$ cat config.mk
export PLATFORM = sky130hd
export DESIGN_NAME = spi_cmd_slave
export DESIGN_NICKNAME = d
export VERILOG_FILES = /design/src/rtl/spi_cmd_pkg.sv /design/src/rtl/spi_sync.sv /design/src/rtl/spi_edge_det.sv /design/src/rtl/spi_frame_core.sv /design/src/rtl/spi_cmd_slave.sv
export SDC_FILE = /design/constraint.sdc
export NUM_CORES = 1
export LEC_CHECK = 0
export ABC_AREA = 1
export BUFFER_PORTS_ARGS = -buffer_cell sky130_fd_sc_hd__buf_4
export CORE_ASPECT_RATIO = 1.2
export CORE_MARGIN = 2
export CORE_UTILIZATION = 49
export DETAILED_ROUTE_END_ITERATION = 10
export PLACE_DENSITY_LB_ADDON = 0.05
export SYNTH_ARGS = -nofsm -noshare
export SYNTH_HDL_FRONTEND = slang
export SYNTH_SLANG_ARGS = --single-unit
export TNS_END_PERCENT = 5
$ cat constraint.sdc
create_clock -name clk -period 3.2 [get_ports clk]
set_clock_uncertainty 0.05 [all_clocks]
set_input_delay 0.32 -clock clk [delete_from_list [all_inputs] [get_ports clk]]
set_output_delay 0.32 -clock clk [all_outputs]
set_load 0.02 [all_outputs]
$ cat src/rtl/spi_cmd_pkg.sv
package spi_cmd_pkg;
  localparam int BYTE_W = 8;
  localparam int CNT_W  = $clog2(BYTE_W);

  typedef enum logic {
    LINK_IDLE   = 1'b0,
    LINK_ACTIVE = 1'b1
  } link_state_t;
endpackage

$ cat src/rtl/spi_sync.sv
module spi_sync #(
  parameter int               STAGES  = 2,
  parameter int               WIDTH   = 1,
  parameter logic [WIDTH-1:0] RST_VAL = '0
) (
  input  logic             clk,
  input  logic             rst_n,
  input  logic [WIDTH-1:0] async_i,
  output logic [WIDTH-1:0] sync_o
);
  logic [WIDTH-1:0] stage_q [STAGES];

  generate
    for (genvar s = 0; s < STAGES; s++) begin : g_stage
      if (s == 0) begin : g_first
        always_ff @(posedge clk or negedge rst_n) begin
          if (!rst_n) stage_q[s] <= RST_VAL;
          else        stage_q[s] <= async_i;
        end
      end else begin : g_next
        always_ff @(posedge clk or negedge rst_n) begin
          if (!rst_n) stage_q[s] <= RST_VAL;
          else        stage_q[s] <= stage_q[s-1];
        end
      end
    end
  endgenerate

  assign sync_o = stage_q[STAGES-1];
endmodule

$ cat src/rtl/spi_edge_det.sv
module spi_edge_det (
  input  logic clk,
  input  logic rst_n,
  input  logic sclk_s,
  input  logic ssel_n_s,
  output logic sclk_rise,
  output logic sclk_fall,
  output logic sel_start,
  output logic sel_end
);
  logic sclk_d;
  logic ssel_n_d;

  always_ff @(posedge clk or negedge rst_n) begin
    if (!rst_n) begin
      sclk_d   <= 1'b0;
      ssel_n_d <= 1'b1;
    end else begin
      sclk_d   <= sclk_s;
      ssel_n_d <= ssel_n_s;
    end
  end

  assign sclk_rise = sclk_s & ~sclk_d;
  assign sclk_fall = ~sclk_s & sclk_d;
  assign sel_start = ~ssel_n_s & ssel_n_d;
  assign sel_end   = ssel_n_s & ~ssel_n_d;
endmodule

$ cat src/rtl/spi_frame_core.sv
module spi_frame_core
  import spi_cmd_pkg::*;
(
  input  logic              clk,
  input  logic              rst_n,
  input  logic              sclk_rise,
  input  logic              sclk_fall,
  input  logic              sel_start,
  input  logic              sel_end,
  input  logic              mosi_s,
  input  logic [BYTE_W-1:0] tx_data_i,
  input  logic              tx_valid_i,
  output logic              tx_ready_o,
  output logic              miso_o,
  output logic              miso_oe_o,
  output logic              rx_valid_o,
  output logic              rx_is_cmd_o,
  output logic [BYTE_W-1:0] rx_data_o,
  output logic              underrun_o,
  output logic              abort_o
);
  localparam logic [CNT_W-1:0] LAST_BIT = CNT_W'(BYTE_W - 1);

  link_state_t       state_q;
  logic [CNT_W-1:0]  bit_cnt_q;
  logic [BYTE_W-1:0] rx_sh_q;
  logic [BYTE_W-1:0] tx_sh_q;
  logic              first_q;
  logic              byte_done;
  logic              load_now;
  logic [BYTE_W-1:0] load_val;
  logic [BYTE_W-1:0] rx_next;

  assign byte_done = (state_q == LINK_ACTIVE) && !sel_end && sclk_rise
                     && (bit_cnt_q == LAST_BIT);
  assign load_now  = ((state_q == LINK_IDLE) && sel_start) || byte_done;
  assign load_val  = tx_valid_i ? tx_data_i : '0;
  assign rx_next   = {rx_sh_q[BYTE_W-2:0], mosi_s};
  assign tx_ready_o = load_now;

  always_ff @(posedge clk or negedge rst_n) begin
    if (!rst_n) begin
      state_q     <= LINK_IDLE;
      bit_cnt_q   <= '0;
      rx_sh_q     <= '0;
      tx_sh_q     <= '0;
      first_q     <= 1'b0;
      rx_valid_o  <= 1'b0;
      rx_is_cmd_o <= 1'b0;
      rx_data_o   <= '0;
      underrun_o  <= 1'b0;
      abort_o     <= 1'b0;
    end else begin
      rx_valid_o <= 1'b0;
      underrun_o <= 1'b0;
      abort_o    <= 1'b0;
      unique case (state_q)
        LINK_IDLE: begin
          if (sel_start) begin
            state_q    <= LINK_ACTIVE;
            bit_cnt_q  <= '0;
            rx_sh_q    <= '0;
            first_q    <= 1'b1;
            tx_sh_q    <= load_val;
            underrun_o <= !tx_valid_i;
          end
        end
        LINK_ACTIVE: begin
          if (sel_end) begin
            // release of select wins over any edge seen in the same cycle
            state_q   <= LINK_IDLE;
            abort_o   <= (bit_cnt_q != '0);
            bit_cnt_q <= '0;
            tx_sh_q   <= '0;
          end else if (sclk_rise) begin
            rx_sh_q <= rx_next;
            if (bit_cnt_q == LAST_BIT) begin
              bit_cnt_q   <= '0;
              rx_valid_o  <= 1'b1;
              rx_data_o   <= rx_next;
              rx_is_cmd_o <= first_q;
              first_q     <= 1'b0;
              tx_sh_q     <= load_val;
              underrun_o  <= !tx_valid_i;
            end else begin
              bit_cnt_q <= bit_cnt_q + 1'b1;
            end
          end else if (sclk_fall && (bit_cnt_q != '0)) begin
            tx_sh_q <= {tx_sh_q[BYTE_W-2:0], 1'b0};
          end
        end
        default: state_q <= LINK_IDLE;
      endcase
    end
  end

  assign miso_oe_o = (state_q == LINK_ACTIVE);
  assign miso_o    = miso_oe_o & tx_sh_q[BYTE_W-1];

  // a received byte is strobed for a single cycle
  a_r1_valid_single: assert property (@(posedge clk) disable iff (!rst_n)
    rx_valid_o |=> !rx_valid_o);

  // the transmit handshake opens for a single cycle per boundary
  a_r5_ready_single: assert property (@(posedge clk) disable iff (!rst_n)
    tx_ready_o |=> !tx_ready_o);

  // an underrun byte starts with a zero on the line
  a_r6_underrun_zero: assert property (@(posedge clk) disable iff (!rst_n)
    underrun_o |-> !miso_o);

  // an abort leaves the link idle with nothing delivered
  a_r7_abort_idle: assert property (@(posedge clk) disable iff (!rst_n)
    abort_o |-> (!miso_oe_o && !rx_valid_o));

  // a disabled output line is held low
  a_r8_oe_gate: assert property (@(posedge clk) disable iff (!rst_n)
    !miso_oe_o |-> !miso_o);

  // no byte is delivered while deselected
  a_r9_idle_quiet: assert property (@(posedge clk) disable iff (!rst_n)
    !miso_oe_o |-> !rx_valid_o);
endmodule

$ cat src/rtl/spi_cmd_slave.sv
module spi_cmd_slave
  import spi_cmd_pkg::*;
#(
  parameter int SYNC_STAGES = 2
) (
  input  logic              clk,
  input  logic              rst_n,
  input  logic              sclk_i,
  input  logic              ssel_n_i,
  input  logic              mosi_i,
  output logic              miso_o,
  output logic              miso_oe_o,
  output logic              rx_valid_o,
  output logic              rx_is_cmd_o,
  output logic [BYTE_W-1:0] rx_data_o,
  input  logic [BYTE_W-1:0] tx_data_i,
  input  logic              tx_valid_i,
  output logic              tx_ready_o,
  output logic              underrun_o,
  output logic              abort_o
);
  logic [2:0] pins_s;
  logic       sclk_rise;
  logic       sclk_fall;
  logic       sel_start;
  logic       sel_end;

  // bit order {mosi, select_n, sclk}; select_n resets inactive (high)
  spi_sync #(
    .STAGES (SYNC_STAGES),
    .WIDTH  (3),
    .RST_VAL(3'b010)
  ) u_sync (
    .clk    (clk),
    .rst_n  (rst_n),
    .async_i({mosi_i, ssel_n_i, sclk_i}),
    .sync_o (pins_s)
  );

  spi_edge_det u_edge (
    .clk      (clk),
    .rst_n    (rst_n),
    .sclk_s   (pins_s[0]),
    .ssel_n_s (pins_s[1]),
    .sclk_rise(sclk_rise),
    .sclk_fall(sclk_fall),
    .sel_start(sel_start),
    .sel_end  (sel_end)
  );

  spi_frame_core u_core (
    .clk        (clk),
    .rst_n      (rst_n),
    .sclk_rise  (sclk_rise),
    .sclk_fall  (sclk_fall),
    .sel_start  (sel_start),
    .sel_end    (sel_end),
    .mosi_s     (pins_s[2]),
    .tx_data_i  (tx_data_i),
    .tx_valid_i (tx_valid_i),
    .tx_ready_o (tx_ready_o),
    .miso_o     (miso_o),
    .miso_oe_o  (miso_oe_o),
    .rx_valid_o (rx_valid_o),
    .rx_is_cmd_o(rx_is_cmd_o),
    .rx_data_o  (rx_data_o),
    .underrun_o (underrun_o),
    .abort_o    (abort_o)
  );
endmodule

* Word-level counts from Yosys, hierarchy flattened
Index checks and enable logic that the tools add are counted.
** Word-level totals
- Register bits :: 40
- Input bits :: 14
- Output and inout bits :: 15
- Logic and storage cells :: 83
** Cells by class
- $add $sub $neg :: 1
- Equal/unequal tests :: 8
- Multiplexer cells :: 35
- Bitwise gates (word level) :: 11
- Reduce and logical (&&, ||, !) cells :: 14
** Operators with widths (number)
- $mux W8 :: 6
- $mux W7 :: 3
- $mux W1 :: 16
- $pmux W8 S2 :: 1
- $pmux W7 S2 :: 1
- $mux W3 :: 4
- $reduce_and A4 Y1 :: 2
- $not A1 Y1 :: 6
- $pmux W1 S2 :: 3
- $pmux W3 S2 :: 1
- $reduce_and A3 Y1 :: 2
- $and A1 B1 Y1 :: 5
- $logic_and A1 B1 Y1 :: 5
- $ne A2 B1 Y1 const B :: 2
- $ne A2 B2 Y1 const B :: 2
- $ne A4 B2 Y1 const B :: 1
- $ne A4 B4 Y1 const B :: 1
- $add A3 B1 Y3 const B :: 1
- $eq A3 B3 Y1 const B :: 1
- $ne A3 B1 Y1 const B :: 1
- $reduce_bool A3 Y1 :: 1
- $logic_not A1 Y1 :: 2
- $reduce_and A2 Y1 :: 1
- $logic_or A1 B1 Y1 :: 1

* Logic depth before layout (Yosys ltp)
- Word-level depth :: 7
- Gate-level depth with buffers :: 9
- Gate-level depth less buffers :: 9

* Hierarchy
From an unflattened synthesis, not the netlist that was laid out.
** Second synthesis, totals
- Cell total of the unflattened synthesis :: 189
- Area, all modules :: 1740.4 um^2
** Modules (own cells, without submodules)
- spi_frame_core :: instances 1, cells each 170, area each 1483.9 um^2, sequential area each 800.8 um^2
- spi_sync :: instances 1, cells each 9, area each 175.2 um^2, sequential area each 152.6 um^2
- spi_edge_det :: instances 1, cells each 10, area each 81.3 um^2, sequential area each 51.3 um^2

* Worst setup path before layout
No wires, ideal clock.
- Path kind :: reg2out
- From :: register u_core.state_q, in the netlist u_core.miso_oe_o
- To :: output port tx_ready_o
- Arrival :: 1.212 ns
- Data required time :: 2.830 ns
- Path slack :: 1.618 ns
- Stages on the path, launching flop included :: 5
- Path buffers :: 0
- Cells stage by stage :: dfrtp_1 > inv_2 > o21ai_4 > nand2_2 > nor2_1
** On the way
- Word-level cells in the longest chain between the ends :: 4
- Elaborated cells between the ends (all ways) :: 6
- Those cells by class :: 1 x bitwise; 5 x reduce/logical
** Ends and longest elaborated chain
- start: declaration :: line spi_frame_core.sv:24 : link_state_t state_q;
- start signal: assignment :: line spi_frame_core.sv:43 : state_q <= LINK_IDLE;
- start signal: assignment :: line spi_frame_core.sv:60 : state_q <= LINK_ACTIVE;
- start signal: assignment :: line spi_frame_core.sv:71 : state_q <= LINK_IDLE;
- $logic_and A1 B1 Y1 (2 in series) :: line spi_frame_core.sv:34 : assign byte_done = (state_q == LINK_ACTIVE) && !sel_end && sclk_rise
- $logic_and A1 B1 Y1 :: line spi_frame_core.sv:35 : && (bit_cnt_q == LAST_BIT);
- $logic_or A1 B1 Y1 (*) :: line spi_frame_core.sv:36 : assign load_now = ((state_q == LINK_IDLE) && sel_start) || byte_done;
- end: declaration :: line spi_cmd_slave.sv:18 : output logic tx_ready_o,
Mark *: on every way between the ends. The rest lies on a longest branch, timed or not.

* Final worst setup path
Ends and elaborated chain as after synthesis.

==> reports/qor.yml <==
cts_resized: 0
io_pins: 29
vias: 1475
num-fill-cells: 385
dp_slack_ns: 1.39
synth_edf_count: 0
maxSlewViolCount: 0
rsz0062_at_grt: "false"
required_ns: 2.83
post-route-util: 0.590
worstHoldEndpoint: "u_sync.stage_q[4]"
htree_levels: 2
netlist_area_um2: 1960
syn_to_final_growth_pct: 16.6
track_usage: 0.193
firstDrtPassIters: 4
grt_pass1_wl_mm: 6.37
whs_ns: 0.0814
final_area_um2: 2290
start_util: 0.506
clk_path_buf_depth: 2
drive_above_1_share: 0.264
die-height_um: 73.3
ir_drop_uv: 268
crit_fanout: 15
ys.flop_type: "dfrtp_1"
multiInputGateArea_um2: 821
wl_per_cell_um: 12.0
worstHoldStart: "ssel_n_i"
antenna_cells: 0
grt_overflow: 0
core_area_um2: 3880
ys_seq_elements: 40
layout_common_cells: "nand2_1 (99), dfrtp_1 (37), buf_4 (28)"
avgSynthCellArea_um2: 8.50
synth-xor-area-share: 0
synthMuxAreaShare: 0
status: "completed"
grt_pass1_vias: 1426
period_minus_slack_ns: 2.13
r2r_slack_ns: 1.44
cp-end-kind: "primary output"
cts_root_buf: "clkbuf_8"
tightest_slew_ns: 0.496
route.detailed.drc: 0
rows: 25
antenna_found_initial: 0
rr_worst_depth: 8
dp_hpwl_mm: 2.69
finalHoldViolCount: 0
synthSimpleGateAreaFrac: 0.338
timing.rr.end: "u_core.rx_data_o[7]"
synth-seq-area-share: 0.512
clock_sinks: 40
final_nets: 278
via_per_inst: 4.68
tns_ns: 0
maxSlewHeadroom: 0.669
synthesis.nets: 249
placed_cell_area_um2: 2180
hp-class: "input pin to register"
synth_top_family_by_area: "simple AND/OR/NAND/NOR gates"
worst_slack_ns: 1.07
worstSetupStartpointType: "register"
leakage_nw: 1.24
fmax_mhz: 471
cts-buffers-inserted: 5
synth_fa_ha_area_frac: 0.0255
path_class: "register to primary output"
syn_inst: 231
cts_tree: "built"
synth_compound_area_frac: 0.0548
synthArstFlopShare: 1.00
worstSkewPairLatency_ns: 0.29
grt_max_degree: 41
pwr_density_cell_nw_per_um2: 551
drt_wl_total_mm: 3.77
globalplace.congestion: 0.805
clk_pin_slew_worst_paths_ns: 0.08
drt_first_iter_violations: 108
worstPathArrival_ns: 1.76
post-route-period-util: 0.664
mostFrequentLayoutCell: "nand2_1"
antenna_left: 0
r2r-start: "u_edge.ssel_n_d"
io_buffers: 28
synthDistinctLibCells: 24
die_area_um2: 4530
yosys_warnings: 0
setup_viol: 0
holdPathStages: 1
regArea_um2: 1000
maxCapViolations: 0
fp.dieW_um: 61.8
==> critical path: stages, from the launching register on <==
cell	delay, ns
dfrtp_1	0.64
inv_2	0.23
o21ai_4	0.17
nand2_2	0.09
nor2_1	0.16
buf_4	0.17
==> layer usage <==
metal | vias up | wire (um) | global-route usage
li1 | 765 | - | -
met1 | 677 | 1700 | 0.247
met2 | 26 | 1870 | 0.306
met3 | 7 | 146 | 0.0423
met4 | 0 | 59 | 0.0875
met5 | - | 0 | 0
==> Yosys cell counts, types with 2 or more instances <==
cell      n  area, um2
nand4_1   2       12.5
dfrtp_1  37        926
inv_2     4       15.0
o21ai_0   4       20.0
nand2_2   9       56.3
dfstp_2   3       78.8
buf_4     2       15.0
buf_6     3       33.8
nor2_4    3       33.8
nand2_1  99        372
inv_1    17       63.8
ha_1      4       50.1
nand3_1  19       95.1
o21ai_2   7       61.3
nor2_1    7       26.3
nand2_4   3       33.8
==> what timing repair did <==
item	CTS	global route
setup buffers	0	0
endpoints found under the hold margin	37	0
hold buffers	1	0
==> where the power goes <==
group	switching [mW]	internal, mW	total, mW
logic	0.189	0.102	0.292
registers	0.0444	0.567	0.611
clock network	0.185	0.175	0.359
==> cells by family after synthesis <==
family	after synthesis
compound gates	14
fa+ha+maj	4
buf+inv	28
flops	40
simple gates	145
==> per-stage QoR <==
stage	std cells	total power, mW
after CTS	315	1.28
final	315	1.26
after global routing	315	1.35
after global placement	306	0.917
after detailed placement	306	0.918
after floorplan	231	0.842
==> registers in the layout, summed over array words and instances, names as in the netlist, 3 cells and up <==
register	cells
u_core.tx_sh_q	8
u_core.rx_sh_q	7
u_sync.stage_q	3
u_sync.sync_o	3
u_core.rx_data_o	8
u_core.bit_cnt_q	3
==> worst max-delay path by stage <==
stage,slack [ns],endpoint,cells past startpoint,from
after floorplan,1.62,tx_ready_o,4,u_core.miso_oe_o
after global placement,1.41,tx_ready_o,5,u_core.miso_oe_o
after detailed placement,1.39,tx_ready_o,5,u_core.miso_oe_o
after CTS,1.05,tx_ready_o,5,u_core.miso_oe_o
after global routing,0.93,tx_ready_o,5,u_core.miso_oe_o
final,1.07,tx_ready_o,5,u_core.miso_oe_o
==> area by class of cell <==
cell class | instances | share of cell area
Sequential cell | 40 | 0.439
Multi-Input combinational cell | 163 | 0.358
Timing Repair Buffer | 29 | 0.0962
Clock buffer | 6 | 0.0361
Inverter | 21 | 0.0344
Tap cell | 54 | 0.0295
Clock inverter | 2 | 0.00656
Power figures use the tool's default switching activity.
